$ cat config.mk
export PLATFORM = sky130hd
export DESIGN_NAME = drv_mode_ctrl
export DESIGN_NICKNAME = d
export VERILOG_FILES = /design/src/rtl/drv_mode_pkg.sv /design/src/rtl/drv_supervisor.sv /design/src/rtl/drv_ch_out.sv /design/src/rtl/drv_mode_ctrl.sv
export SDC_FILE = /design/constraint.sdc
export NUM_CORES = 1
export LEC_CHECK = 0
export BUFFER_PORTS_ARGS = -buffer_cell sky130_fd_sc_hd__buf_2
export CAP_MARGIN = 20
export CORE_MARGIN = 4
export CORE_UTILIZATION = 45
export CTS_CLUSTER_SIZE = 12
export DETAILED_ROUTE_END_ITERATION = 8
export HOLD_SLACK_MARGIN = 0.06
export PLACE_DENSITY = 0.82
export SLEW_MARGIN = 20
export SYNTH_ARGS = -nofsm -noshare
export SYNTH_HDL_FRONTEND = slang
export SYNTH_SLANG_ARGS = --single-unit
$ cat constraint.sdc
create_clock -name clk -period 1.4 [get_ports clk]
set_input_delay 0.14 -clock clk [delete_from_list [all_inputs] [get_ports clk]]
set_output_delay 0.14 -clock clk [all_outputs]
set_load 0.01 [all_outputs]
$ cat src/rtl/drv_mode_pkg.sv
package drv_mode_pkg;
    typedef enum logic [1:0] {
        MODE_STBY   = 2'b00,
        MODE_FOLLOW = 2'b01,
        MODE_ON     = 2'b10,
        MODE_OFF    = 2'b11
    } mode_e;
endpackage

$ cat src/rtl/drv_supervisor.sv
module drv_supervisor (
    input  logic en_i,
    input  logic en_prev_i,
    input  logic lhi_i,
    input  logic por_dig_i,
    input  logic por_ana_i,
    input  logic cmd_wr_i,
    output logic reset_evt_o,
    output logic force_off_o,
    output logic cmd_take_o,
    output logic lowq_o
);
    logic en_rise;
    logic por_hit;

    always_comb begin
        en_rise     = en_i & ~en_prev_i;
        // digital supply flag is masked while limp-home holds the part
        por_hit     = por_ana_i | (por_dig_i & ~lhi_i);
        reset_evt_o = por_hit | en_rise;
        lowq_o      = ~en_i & ~lhi_i;
        force_off_o = reset_evt_o | lowq_o | (~lhi_i & ~en_i);
        cmd_take_o  = cmd_wr_i & en_i & ~lhi_i & ~reset_evt_o;
    end
endmodule

$ cat src/rtl/drv_ch_out.sv
module drv_ch_out
    import drv_mode_pkg::*;
#(
    parameter bit LIMP_FOLLOW = 1'b1
) (
    input  logic [1:0] mode_i,
    input  logic       pu_off_i,
    input  logic       limp_i,
    input  logic       force_off_i,
    input  logic       din_i,
    output logic       gate_o,
    output logic       diag_o
);
    mode_e mode;

    always_comb begin
        mode   = mode_e'(mode_i);
        gate_o = 1'b0;
        diag_o = 1'b0;
        if (force_off_i) begin
            gate_o = 1'b0;
            diag_o = 1'b0;
        end else if (limp_i) begin
            gate_o = LIMP_FOLLOW ? din_i : 1'b0;
        end else begin
            unique case (mode)
                MODE_STBY:   gate_o = 1'b0;
                MODE_FOLLOW: gate_o = din_i;
                MODE_ON:     gate_o = 1'b1;
                MODE_OFF:    diag_o = ~pu_off_i;
                default:     gate_o = 1'b0;
            endcase
        end
    end
endmodule

$ cat src/rtl/drv_mode_ctrl.sv
module drv_mode_ctrl
    import drv_mode_pkg::*;
#(
    parameter int NUM_CH  = 8,
    parameter int LIMP_CH = 4,
    parameter int MODE_W  = 2
) (
    input  logic                     clk,
    input  logic                     rst_n,
    input  logic                     en_i,
    input  logic                     lhi_i,
    input  logic                     por_dig_i,
    input  logic                     por_ana_i,
    input  logic                     cmd_wr_i,
    input  logic [NUM_CH*MODE_W-1:0] cmd_word_i,
    input  logic [NUM_CH-1:0]        din_i,
    output logic [NUM_CH-1:0]        gate_on_o,
    output logic [NUM_CH-1:0]        diag_en_o,
    output logic [NUM_CH-1:0]        diag_armed_o,
    output logic                     lowq_o,
    output logic                     fresh_o
);
    localparam int CMD_W = NUM_CH * MODE_W;

    typedef struct packed {
        logic [NUM_CH-1:0][MODE_W-1:0] mode;
        logic [NUM_CH-1:0]             pu_off;
        logic                          fresh;
        logic                          en_prev;
    } state_t;

    state_t st_d, st_q;
    logic   reset_evt, force_off, cmd_take;

    drv_supervisor u_sup (
        .en_i        (en_i),
        .en_prev_i   (st_q.en_prev),
        .lhi_i       (lhi_i),
        .por_dig_i   (por_dig_i),
        .por_ana_i   (por_ana_i),
        .cmd_wr_i    (cmd_wr_i),
        .reset_evt_o (reset_evt),
        .force_off_o (force_off),
        .cmd_take_o  (cmd_take),
        .lowq_o      (lowq_o)
    );

    always_comb begin
        st_d         = st_q;
        st_d.en_prev = en_i;
        if (reset_evt) begin
            for (int c = 0; c < NUM_CH; c++) st_d.mode[c] = MODE_OFF;
            st_d.pu_off = '1;
            st_d.fresh  = 1'b1;
        end else if (cmd_take) begin
            for (int c = 0; c < NUM_CH; c++)
                st_d.mode[c] = cmd_word_i[c*MODE_W +: MODE_W];
            st_d.pu_off = '0;
            st_d.fresh  = 1'b0;
        end
    end

    always_ff @(posedge clk or negedge rst_n) begin
        if (!rst_n) begin
            for (int c = 0; c < NUM_CH; c++) st_q.mode[c] <= MODE_OFF;
            st_q.pu_off  <= '1;
            st_q.fresh   <= 1'b1;
            st_q.en_prev <= 1'b0;
        end else begin
            st_q <= st_d;
        end
    end

    for (genvar g = 0; g < NUM_CH; g++) begin : g_ch
        drv_ch_out #(.LIMP_FOLLOW(g < LIMP_CH)) u_ch (
            .mode_i      (st_q.mode[g]),
            .pu_off_i    (st_q.pu_off[g]),
            .limp_i      (lhi_i),
            .force_off_i (force_off),
            .din_i       (din_i[g]),
            .gate_o      (gate_on_o[g]),
            .diag_o      (diag_en_o[g])
        );
    end

    assign diag_armed_o = ~st_q.pu_off;
    assign fresh_o      = st_q.fresh;

    logic unused_w;
    assign unused_w = ^CMD_W;
endmodule

==> results.yml <==
global_routing:
  grt_pass1_wl_um: 5360
  grt_max_degree: 34
  grt-ovfl-total: 0
  antenna_found_initial: 0
  grtUsageTotal_pct: 15.8
  grt_pass1_vias: 1198
status:
  violations: "setup timing"
  status: "finished, violations left"
synthesis:
  synth.distinct_cells: 22
  yosysTopAreaCell: "dfstp_2"
  yosys-top-cells-area: "dfstp_2 (28%), ha_1 (19%), buf_4 (12%)"
  netlist_area_um2: 1570
  synth_commonest_cells: "buf_4 (25), ha_1 (24), nand2_1 (20), inv_1 (19), dfstp_2 (17)"
  synth_top_family_by_area: "adder cells"
  synth_most_common_cell: "buf_4"
  synth-edff-count: 0
  seq_area_frac_synth_pct: 30.0
  synth_top_area_share_pct: 28.4
  synth_flop_cell: "dfstp_2"
  synth.avg_cell_area_um2: 9.40
  ys_ff_latch: 18
  synthCells: 167
  synthXorXnorAreaFrac_pct: 0
  synth_compound_area_share_pct: 14.2
  synth_nets: 222
  async_flop_share_pct: 100
  yosys.area_share.adder_pct: 19.1
  ys_warn_count: 0
  yosys.area_share.simple_pct: 17.7
  synthMuxAreaShare_pct: 0
finish:
  num-fill-cells: 294
  largest_register_ffs: 18
  synthToLayoutAreaGrowth_pct: 38.1
  top_regs: "st_q (18)"
  finalNonFillerCells: 272
  layout-drive-gt1-share_pct: 61.5
  regMostFlops: "st_q"
  nNetsFinal: 282
  num_antenna_cells: 0
worst_setup_path:
  path_buf_inv: 2
  path_max_fanout: 2
  slowest_delay_ns: 0.56
  critical_path_required_ns: 1.26
  cp_cell_sequence: "inv_2, ha_4, nor2b_1, o21ai_1, a21oi_2, buf_2"
  setup.worst_path.start_class: "register"
  crit_family: "flip-flops"
  regToRegSetupSlack_ns: 0.28
  cp-end-kind: "output pin"
  worstSetupPathType: "reg2out"
  arrival_ns: 1.58
  crit_slowest_cell: "dfstp_2"
timing:
  max_freq_mhz: 580
  final-setup-viol-count: 16
  min_period_ns: 1.72
  fin_crit_sh_pct: 123
  drv_slew: 0
  layout_setup_ws_ns: -0.323
  fin_skew_ns: 0.00245
  slew_headroom_pct: 74.5
  worst_pin_slew_ns: 0.383
  rsz0062_at_grt: "yes"
  finalHoldViolCount: 0
  whs_ns: 0.0673
floorplan:
  top_level_ports: 57
  dieHeight_um: 67.1
  rows: 21
  initial_utilization_pct: 46.7
  die_area_um2: 4500
  core_um2: 3360
  die_w_um: 67.1
power_and_ir_drop:
  leakage_nw: 1.06
  p_clk_share_pct: 28.6
  internal-power_uw: 836
  p_switching_uw: 317
  swShare_pct: 27.5
  powerDensity_nw_per_um2: 531
  seq_power_share_pct: 48.9
  vdd_drop_max_v: 0.000299
  p_comb_share_pct: 22.5
detailed_routing:
  drt-vias-per-instance: 4.74
  drc_errors: 0
  via_count: 1290
  ant_nets: 0
  drtIter0Drc: 29
  wl_per_cell_um: 13.5
  wl_um: 3670
  drt_first_pass_iters: 4
place:
  placed_cells: 253
  gp_congestion: 0.695
  port_buffers: 56
  dp_hpwl_um: 2500
clocking:
  cts_tree: "done"
  clock_latency_ns: 0.30
  root_buffer: "clkbuf_4"
  clk_pin_slew_worst_paths_ns: 0.11
  cts_buffers: 3
  cts.sinks: 18
  cts_buffer_depth: 2
  cts_max_level: 1
worst_hold_path:
  hp-class: "in2reg"
job:
  maxCapViolations: 0
per-stage QoR:
stage | TNS (ns) | worst slack [ns] | util, % | cell area [um2] | power, mW
after global placement | -0.0325 | -0.0122 | 53.3 | 1790 | 0.767
after CTS | -3.21 | -0.298 | 60.0 | 2020 | 1.14
after detailed placement | -0.171 | -0.0643 | 53.3 | 1790 | 0.775
after floorplan | -0.00786 | -0.00262 | - | 1570 | 0.682
after global routing | -4.36 | -0.390 | 64.5 | 2170 | 1.21
final | -3.11 | -0.323 | 64.5 | 2170 | 1.15
layout make-up:
class | count | area (um2) | area share, %
clock buffer | 4 | 36.3 | 1.67
multi-input combinational | 101 | 956 | 44.1
tap | 46 | 57.6 | 2.65
sequential | 18 | 472 | 21.8
inverter | 19 | 71.3 | 3.29
timing repair buffer | 84 | 576 | 26.5
worst register-to-register path, cell delays in order (launching register included):
cell	delay, ns
dfrtp_1	0.40
inv_1	0.10
a221oi_4	0.24
buf_4	0.22
o211ai_1	0.10
layer usage:
metal,vias to the layer above,routed length [um],global-route usage (%)
met5,-,0,0
met2,35,2130,30.7
met4,0,15,5.57
li1,645,-,-
met1,608,1390,17.4
met3,2,136,1.52
what timing repair did:
action | in CTS | in global routing
resized for setup | 23 | 25
setup endpoints to repair | 16 | 16
buffers inserted | 5 | 3
pin swaps | 15 | 7
hold buffers | 7 | 0
endpoints found under the hold margin | 24 | 0
power by group through the flow:
stage                     Combinational [mW]  Sequential [mW]  Clock, mW
after detailed placement               0.207            0.568          0
after global routing                   0.287            0.566      0.360
after global placement                 0.200            0.567          0
final                                  0.260            0.563      0.330
after floorplan                        0.117            0.566          0
after CTS                              0.238            0.562      0.339
cell families (layout without fill, tap and decap cells):
logic type,after synthesis,count (layout)
adders and majority gates,24,24
DFF,18,18
buffers and inverters,48,107
AOI/OAI and AO/OA,31,31
and+or+nand+nor,46,46
worst paths after layout:
path	startpoint	to	cells past startpoint
setup / recovery	st_q[14]	gate_on_o[2]	6
setup reg to reg	st_q[0]	st_q[22]	4
hold reg to reg	st_q[18]	st_q[18]	2
min in group asynchronous	rst_n	st_q[0]	2
max in group asynchronous	rst_n	st_q[8]	2
hold / removal	cmd_word_i[12]	st_q[22]	3
layout by cell type, fill, tap and decap left out, types with 2 or more instances in the layout:
cell type	instances
a21oi_1	6
a21oi_2	2
and2_4	7
buf_2	49
buf_4	17
buf_6	10
clkbuf_4	3
dfstp_2	17
dlygate4sd3_1	7
ha_1	15
ha_4	8
inv_1	11
inv_2	8
nand2_1	20
nor2_1	3
nor2_2	2
nor2b_4	3
nor3_2	4
o211ai_1	16
o21ai_1	4
(Power assumes the default switching activity.)
